$ cat config.mk
export PLATFORM = sky130hd
export DESIGN_NAME = rotmask_unit
export DESIGN_NICKNAME = d
export VERILOG_FILES = /design/src/rtl/rotmask_pkg.sv /design/src/rtl/rotmask_decode.sv /design/src/rtl/rotmask_rotator.sv /design/src/rtl/rotmask_maskgen.sv /design/src/rtl/rotmask_cond.sv /design/src/rtl/rotmask_unit.sv
export SDC_FILE = /design/constraint.sdc
export NUM_CORES = 1
export LEC_CHECK = 0
export ABC_AREA = 0
export BUFFER_PORTS_ARGS = -buffer_cell sky130_fd_sc_hd__buf_2
export CAP_MARGIN = 20
export CORE_MARGIN = 8
export CORE_UTILIZATION = 59
export DETAILED_ROUTE_END_ITERATION = 7
export GPL_TIMING_DRIVEN = 0
export PLACE_DENSITY = 0.86
export SYNTH_ARGS = -nofsm -noshare
export SYNTH_HDL_FRONTEND = slang
export SYNTH_SLANG_ARGS = --single-unit
$ cat constraint.sdc
create_clock -name clk -period 0.8 [get_ports clk]
set_input_delay 0.08 -clock clk [delete_from_list [all_inputs] [get_ports clk]]
set_output_delay 0.08 -clock clk [all_outputs]
set_load 0.005 [all_outputs]
$ cat src/rtl/rotmask_pkg.sv
package rotmask_pkg;
    localparam int WORD_W = 32;
    localparam int OPC_W  = 6;
    localparam int IDX_W  = 5;
    localparam int SH_W   = $clog2(WORD_W);
    localparam int CR_W   = 4;

    // Packed in the order the fields occupy the word, most significant first.
    typedef struct packed {
        logic [OPC_W-1:0] opcd;
        logic [IDX_W-1:0] src_idx;
        logic [IDX_W-1:0] dst_idx;
        logic [SH_W-1:0]  rot;
        logic [SH_W-1:0]  mbeg;
        logic [SH_W-1:0]  mend;
        logic             rec;
    } insn_t;

    typedef struct packed {
        logic              vld;
        logic              wr;
        logic [IDX_W-1:0]  dst;
        logic [IDX_W-1:0]  src;
        logic [WORD_W-1:0] res;
        logic [CR_W-1:0]   cr;
        logic              cr_wr;
        logic              ill;
    } stage_t;
endpackage

$ cat src/rtl/rotmask_decode.sv
module rotmask_decode
    import rotmask_pkg::*;
#(
    parameter int OPCODE = 21
) (
    input  logic [WORD_W-1:0] insn_word,
    output insn_t             fields,
    output logic              legal
);
    always_comb begin
        fields = insn_t'(insn_word);
        legal  = (fields.opcd == OPC_W'(OPCODE));
    end
endmodule

$ cat src/rtl/rotmask_rotator.sv
module rotmask_rotator #(
    parameter int W = 32,
    localparam int LG = $clog2(W)
) (
    input  logic [W-1:0]  data_in,
    input  logic [LG-1:0] amount,
    output logic [W-1:0]  data_out
);
    logic [W-1:0] stage [0:LG];

    assign stage[0] = data_in;

    for (genvar k = 0; k < LG; k++) begin : g_stage
        localparam int AMT = 1 << k;
        assign stage[k+1] = amount[k]
            ? {stage[k][W-1-AMT:0], stage[k][W-1 -: AMT]}
            : stage[k];
    end

    assign data_out = stage[LG];
endmodule

$ cat src/rtl/rotmask_maskgen.sv
module rotmask_maskgen #(
    parameter int W = 32,
    localparam int LG = $clog2(W)
) (
    input  logic [LG-1:0] start_pos,
    input  logic [LG-1:0] stop_pos,
    output logic [W-1:0]  mask
);
    logic wrap;
    assign wrap = (start_pos > stop_pos);

    // Position p (most significant first) maps to word bit W-1-p.
    for (genvar p = 0; p < W; p++) begin : g_pos
        logic at_or_after;
        logic at_or_before;
        assign at_or_after  = (LG'(p) >= start_pos);
        assign at_or_before = (LG'(p) <= stop_pos);
        assign mask[W-1-p]  = wrap ? (at_or_after | at_or_before)
                                   : (at_or_after & at_or_before);
    end
endmodule

$ cat src/rtl/rotmask_cond.sv
module rotmask_cond #(
    parameter int W = 32
) (
    input  logic [W-1:0] value,
    input  logic         so_in,
    output logic [3:0]   cr
);
    logic lt, eq, gt;
    always_comb begin
        lt = value[W-1];
        eq = (value == '0);
        gt = !lt && !eq;
        cr = {lt, gt, eq, so_in};
    end
endmodule

$ cat src/rtl/rotmask_unit.sv
module rotmask_unit
    import rotmask_pkg::*;
#(
    parameter int OPCODE  = 21,
    parameter bit REG_OUT = 1'b1
) (
    input  logic              clk,
    input  logic              rst_n,
    input  logic              in_valid,
    input  logic [WORD_W-1:0] in_insn,
    input  logic [WORD_W-1:0] in_src,
    input  logic              in_so,
    output logic              out_valid,
    output logic              out_wr_en,
    output logic [IDX_W-1:0]  out_dest,
    output logic [IDX_W-1:0]  out_src_idx,
    output logic [WORD_W-1:0] out_result,
    output logic              out_cond_wr,
    output logic [CR_W-1:0]   out_cond,
    output logic              out_illegal
);
    insn_t             dec;
    logic              legal;
    logic [WORD_W-1:0] rotated;
    logic [WORD_W-1:0] mask;
    logic [WORD_W-1:0] masked;
    logic [CR_W-1:0]   cr_calc;
    stage_t            stage_d, stage_q;

    rotmask_decode #(.OPCODE(OPCODE)) u_dec (
        .insn_word (in_insn),
        .fields    (dec),
        .legal     (legal)
    );

    rotmask_rotator #(.W(WORD_W)) u_rot (
        .data_in  (in_src),
        .amount   (dec.rot),
        .data_out (rotated)
    );

    rotmask_maskgen #(.W(WORD_W)) u_mask (
        .start_pos (dec.mbeg),
        .stop_pos  (dec.mend),
        .mask      (mask)
    );

    assign masked = rotated & mask;

    rotmask_cond #(.W(WORD_W)) u_cond (
        .value (masked),
        .so_in (in_so),
        .cr    (cr_calc)
    );

    always_comb begin
        stage_d = '0;
        if (in_valid) begin
            stage_d.vld = 1'b1;
            stage_d.dst = dec.dst_idx;
            stage_d.src = dec.src_idx;
            stage_d.ill = !legal;
            if (legal) begin
                stage_d.wr    = 1'b1;
                stage_d.res   = masked;
                stage_d.cr_wr = dec.rec;
                stage_d.cr    = dec.rec ? cr_calc : '0;
            end
        end
    end

    if (REG_OUT) begin : g_reg
        always_ff @(posedge clk or negedge rst_n) begin
            if (!rst_n) stage_q <= '0;
            else        stage_q <= stage_d;
        end
    end else begin : g_comb
        assign stage_q = stage_d;
    end

    assign out_valid   = stage_q.vld;
    assign out_wr_en   = stage_q.wr;
    assign out_dest    = stage_q.dst;
    assign out_src_idx = stage_q.src;
    assign out_result  = stage_q.res;
    assign out_cond_wr = stage_q.cr_wr;
    assign out_cond    = stage_q.cr;
    assign out_illegal = stage_q.ill;

    AST_ILLEGAL_QUIET: assert property (@(posedge clk) disable iff (!rst_n)
        out_illegal |-> (!out_wr_en && !out_cond_wr && out_result == '0));
    AST_ONE_FLAG: assert property (@(posedge clk) disable iff (!rst_n)
        out_cond_wr |-> ($countones(out_cond[3:1]) == 1));
    AST_NOREC_CLEAR: assert property (@(posedge clk) disable iff (!rst_n)
        (out_wr_en && !out_cond_wr) |-> (out_cond == '0));

    if (REG_OUT) begin : g_seq_chk
        AST_LATENCY: assert property (@(posedge clk) disable iff (!rst_n)
            in_valid |=> out_valid);
        AST_IDLE_QUIET: assert property (@(posedge clk) disable iff (!rst_n)
            !in_valid |=> (!out_valid && !out_wr_en && !out_cond_wr && !out_illegal));
        AST_DEST_FIELD: assert property (@(posedge clk) disable iff (!rst_n)
            in_valid |=> (out_dest == $past(in_insn[20:16])));
        AST_SO_COPY: assert property (@(posedge clk) disable iff (!rst_n)
            (in_valid && in_insn[0] && in_insn[31:26] == OPC_W'(OPCODE))
                |=> (out_cond_wr && out_cond[0] == $past(in_so)));
    end
endmodule

# == Yosys cells after proc, flatten, opt, wreduce, memory -nomap -nowiden ==
# Index checks and enable logic that the tools add are counted.
# totals
register_bits,50
input_bits,68
elab_cells,185
# classes
n_lt_le_gt_ge,65
eq_ne,1
n_mux,41
n_bitwise,65
reduce_logical,5
# op_table
operator,n
32-bit 2-to-1 mux,5
"5-bit >= comparator, first input constant",16
"5-bit <= comparator, first input constant",16
50-bit 2-to-1 mux,1
"4-bit by 5-bit >= comparator with 1-bit output, first input constant",8
"4-bit by 5-bit <= comparator with 1-bit output, first input constant",8
37-bit 2-to-1 mux,1
1-bit 2-to-1 mux,33
1-bit bitwise AND,32
32-bit bitwise AND,1
32-bit zero test,1
1-bit OR,32
"3-bit by 5-bit >= comparator with 1-bit output, first input constant",4
"3-bit by 5-bit <= comparator with 1-bit output, first input constant",4
"1-bit by 5-bit >= comparator with 1-bit output, first input constant",2
"2-bit by 5-bit >= comparator with 1-bit output, first input constant",2
"1-bit by 5-bit <= comparator with 1-bit output, first input constant",2
"2-bit by 5-bit <= comparator with 1-bit output, first input constant",2
"6-bit by 5-bit == test with 1-bit output, second input constant",1
5-bit greater-than comparator,1
4-bit 2-to-1 mux,1
1-bit zero test,3
1-bit logical AND,1

# == Depth between registers and ports, before layout ==
# depth
ltp_word,12
depth_mapped,13
ltp_nobuf,10

# == Modules after synthesis ==
# A second synthesis with hierarchy kept.
# hier_totals
hier_cells,452
area_unflattened_um2,5206.2
# by_module_without_submodules
mod,instances,cells_per_inst,area_per_inst_um2,seq_area_each_um2
rotmask_rotator,1,116,1948.1,0.0
rotmask_unit,1,140,1914.3,1251.2
rotmask_maskgen,1,146,967.2,0.0
rotmask_decode,1,34,264.0,0.0
rotmask_cond,1,16,112.6,0.0

# == Least setup slack after synthesis ==
# No wires, ideal clock.
# synth_timing
path_type,in2reg
start,input in_insn[4]
end,"register stage_q, in the netlist out_cond[2]"
setup_ps,120
arrival_time_ps,3078
path_slack_ps,-2399
stages,12
path_cell_list,clkbuf_1 > clkinv_1 > ha_1 > a21o_1 > a21oi_1 > a21o_1 > clkbuf_1 > maj3_1 > o32ai_1 > or4_1 > or4_1 > o211a_1
# synth_rtl
item,line,rtl
"start, declared",rotmask_unit.sv:10,"input logic [WORD_W-1:0] in_insn,"
"end signal, assigned",rotmask_unit.sv:75,else stage_q <= stage_d;
"end, declared",rotmask_unit.sv:28,"stage_t stage_d, stage_q;"

==> metrics list <==
- Result of the run: complete, but fails checks
- The final reports fail on design-rule violations, negative hold slack, negative setup slack.
* Antenna-violating nets left: 0
* Final Max Slew Viols: 0
- The analysis attributes to net switching a power of 3.89 mW.
- Setup violations remaining at the end of the flow were counted as 88.
* Height of the chip: 110 um
- Top delay family on crit path: simple AND/OR/NAND/NOR gates
- The first global-routing pass estimated 35800 um of wire.
* Worst setup slack after layout: -2.41 ns
- #FFs+latches synth: 50
- For this run, the number of Yosys warnings is 0.
* Highest-delay cell along the critical path: sky130_fd_sc_hd__or4_1
* Count of distinct cell types in the synthesized netlist: 60
- Grt ovf: 0
- Fraction of layout instances using a drive strength above 1: 54.6%
* RSZ-0062 raised after global routing: true
* Count of buffer and inverter cells on the critical path: 3
* Static leakage power: 3.40 nW
* Clock Path Buffers: 2
- Total of buffers placed on input and output ports: 110
- Clock group share of total power: 21.4%
- Crit path DAT: 3.41 ns
* Crit path required time: 0.99 ns
- Cell internal power was estimated by the tool at 6.34 mW.
* Post-synth design cell area: 5180 um^2
- Cells fill 89.9% of the core in the end.
- Final routed wire length divided by cell count: 33.3 um
- Routability-driven placement finished with a final weighted congestion of 0.971.
- Total via count in the routed design: 6686
* Initial cell density of the core: 60.0%
- Cell count after synthesis: 554
- Area of the core region: 8640 um^2
- Leaving out fill and tap cells, the most frequent cells in the layout are sky130_fd_sc_hd__buf_2, sky130_fd_sc_hd__nor2_1, sky130_fd_sc_hd__dfrtp_1.
* Avg Inst Size Synth: 9.35 um^2
- Max cap viols: 0
- H-tree depth reported by CTS: 2
- Clock root buffer: sky130_fd_sc_hd__clkbuf_8
* Crit path capture type: flop
* Post-detailed-route DRC marker count: 134
* Ports: 118
- Hold Path Class: input port to flop
- Full die area: 12000 um^2
- After the first detailed-routing iteration, the DRC count stood at 1381.
* Final Routed Wirelength: 28300 um
- Total routing usage reported by global routing: 39.6%
* Clock transition time at the flip-flop clock pins of the worst setup and hold paths: 0.08 ns
- The smallest clock period supported by the final layout is computed as 3.21 ns.
- Final hold viol count: 1
* Critical path's largest stage delay: 0.64 ns
- Actual transition at the worst max-transition pin: 0.625 ns
- Half-perimeter wire length after placement: 15500 um
- The synthesized design devotes to its leading area cell type 24.2% of total area.
- Of the total power, registers draw 25.1%.
- Ranked by total cell area, the synthesized netlist is headed by sky130_fd_sc_hd__dfrtp_1, sky130_fd_sc_hd__mux4_2, sky130_fd_sc_hd__mux2_2, sky130_fd_sc_hd__mux2i_1, sky130_fd_sc_hd__nor2_1.
- Entering global routing, the biggest net connects 51 pins.
- The floorplan has 34 rows.
- Net switching is 38.0% of the power.
- Number of global-route vias before repair: 6249
- Summing internal, switching and leakage power gives 10.2 mW.
- The initial antenna violation count was 4.
* Number of flops mapped to enable cells by yosys: 0
- Chain of cells forming the critical path: buf_12 > buf_12 > buf_12 > mux4_2 > mux2_4 > mux2i_4 > nor2_1 > o21a_1 > or4_1 > or4_4 > nor3_1
* CTS tree: built
- Vias/cell: 7.85
- Counting the fill cells in the layout gives 380.
- For this run, the leading register cell type out of synthesis is sky130_fd_sc_hd__dfrtp_1.
* Critical path's most frequent cell: sky130_fd_sc_hd__buf_12
- Worst vdd ir: 0.000923 V
- Power spread over the standard cell area amounts to 1320 nW/um^2.
- Most area-hungry cell type in the Yosys netlist: sky130_fd_sc_hd__dfrtp_1
* Cts bufs inserted: 5
- Share of the clock period used by the worst path: 402%
- Part of the total power dissipated in combinational logic: 53.4%
- In this run the worst path has a maximum fanout of 7.
- The first detailed-routing pass ran for 8 iterations.
* Final-layout worst hold slack: -0.000879 ns
- Setup crit start kind: input port
- Syn nets: 627
- After synthesis, the share of flip-flops with an asynchronous set or reset is 100%.
- Relative area change from synthesis to final layout: 50.0%
* Sink count of the clock tree: 50
* Die W: 110 um
- Of the synthesized area, sequential elements account for 24.2%.
- The worst setup path is of the input port to flop kind.
- Static timing analysis puts the maximum clock frequency at 0.311 GHz.
* Final nets: 815
- In this run the tightest slew margin relative to its limit is 58.3%.
- Leaving out fill and tap cells, the most frequent cell in the layout is sky130_fd_sc_hd__buf_2.
==> area by class of cell <==
| class | count | area (um^2) | area share [%] |
|---|---|---|---|
| Inverter | 12 | 97.6 | 1.26 |
| Buffer | 47 | 504 | 6.49 |
| Tap cell | 108 | 135 | 1.74 |
| Multi-Input combinational cell | 445 | 4330 | 55.7 |
| Clock inverter | 2 | 60.1 | 0.773 |
| Clock buffer | 6 | 82.6 | 1.06 |
| Timing Repair Buffer | 181 | 1310 | 16.8 |
| Sequential cell | 50 | 1250 | 16.1 |
| Antenna cell | 1 | 2.50 | 0.0322 |
==> power by group through the flow <==
stage	registers, mW	clock network, mW	logic [mW]
after floorplan	2.63	0	2.37
final	2.57	2.19	5.46
after global routing	2.57	2.29	5.56
after detailed placement	2.62	0	3.49
after CTS	2.57	2.13	4.50
after global placement	2.62	0	3.42
==> registers in the layout, indices dropped and copies added, names as in the netlist <==
name         count
out_illegal      1
out_valid        1
out_cond         4
out_result      32
out_wr_en        1
out_cond_wr      1
out_src_idx      5
out_dest         5
==> routing by layer <==
metal,wire [um],up-vias,global-route usage [%]
met5,47,-,0
met4,2960,6,26.4
met3,4710,319,13.1
met2,11900,852,62.8
met1,8730,3032,44.8
li1,-,2477,-
==> synthesized netlist by cell type (3+ instances only) <==
cell type                   n
sky130_fd_sc_hd__mux2i_1   33
sky130_fd_sc_hd__o21a_1     3
sky130_fd_sc_hd__mux2_2    37
sky130_fd_sc_hd__ha_1       5
sky130_fd_sc_hd__nor4_1     4
sky130_fd_sc_hd__nor3_1     9
sky130_fd_sc_hd__o211ai_1   6
sky130_fd_sc_hd__nor2b_1    5
sky130_fd_sc_hd__or4_1      4
sky130_fd_sc_hd__mux4_2    37
sky130_fd_sc_hd__a31oi_1    7
sky130_fd_sc_hd__inv_1      8
sky130_fd_sc_hd__buf_1      9
sky130_fd_sc_hd__o22ai_1   13
sky130_fd_sc_hd__o31ai_1    6
sky130_fd_sc_hd__mux4_1     4
sky130_fd_sc_hd__o221ai_1   3
sky130_fd_sc_hd__and3_1    11
sky130_fd_sc_hd__a21o_1     4
sky130_fd_sc_hd__and2_1    23
sky130_fd_sc_hd__clkinv_1   3
sky130_fd_sc_hd__a21oi_1   14
sky130_fd_sc_hd__nor2_1    68
sky130_fd_sc_hd__or3_1      6
sky130_fd_sc_hd__o21ai_0   23
sky130_fd_sc_hd__nand3_1   10
sky130_fd_sc_hd__a22oi_1    3
sky130_fd_sc_hd__buf_2      9
sky130_fd_sc_hd__nand2b_1   3
sky130_fd_sc_hd__dfrtp_1   50
sky130_fd_sc_hd__or2_2      4
sky130_fd_sc_hd__maj3_1    23
sky130_fd_sc_hd__a211oi_1   4
sky130_fd_sc_hd__nand2_1   41
sky130_fd_sc_hd__nand4_1    7
sky130_fd_sc_hd__clkbuf_1  25
==> logic make-up (layout without fill, tap and decap cells) <==
kind of cell,count (synthesis),after routing,share of synthesized area (%)
mux,111,111,32.6
compound gates,105,105,13.6
flops,50,50,24.2
buf+inv,59,248,5.17
simple gates,201,201,18.9
fa+ha+maj,28,28,5.65
other cells,0,1,0
==> through the flow <==
step	TNS [ns]	instance area [um^2]	setup slack, ns	hold WS, ns	instances
after global routing	-48.74	7770	-2.48	0.00229	852
after floorplan	-39.93	5490	-2.08	-0.216	554
final	-45.71	7770	-2.41	-0.000879	852
after global placement	-58.84	6170	-2.55	0.236	772
after CTS	-39.60	7360	-1.95	-0.0172	842
after detailed placement	-62.41	6170	-2.61	0.240	772
==> worst paths after layout <==
| path | cells past startpoint | from | end |
|---|---|---|---|
| worst max-delay path | 11 | in_insn[11] | out_cond[1] |
| min in group asynchronous | 2 | rst_n | out_result[26] |
| max in group asynchronous | 3 | rst_n | out_src_idx[4] |
| worst min-delay path | 2 | in_insn[21] | out_src_idx[0] |
==> repair_timing <==
item	4_1_cts	5_1_grt
pin swaps	32	18
setup buffers	52	13
endpoints found under the setup margin	87	88
hold endpoints to repair	56	50
hold buffers	6	1
resized for setup	128	82
gates cloned	5	0
Note: power is estimated with default switching activity, not from simulation.
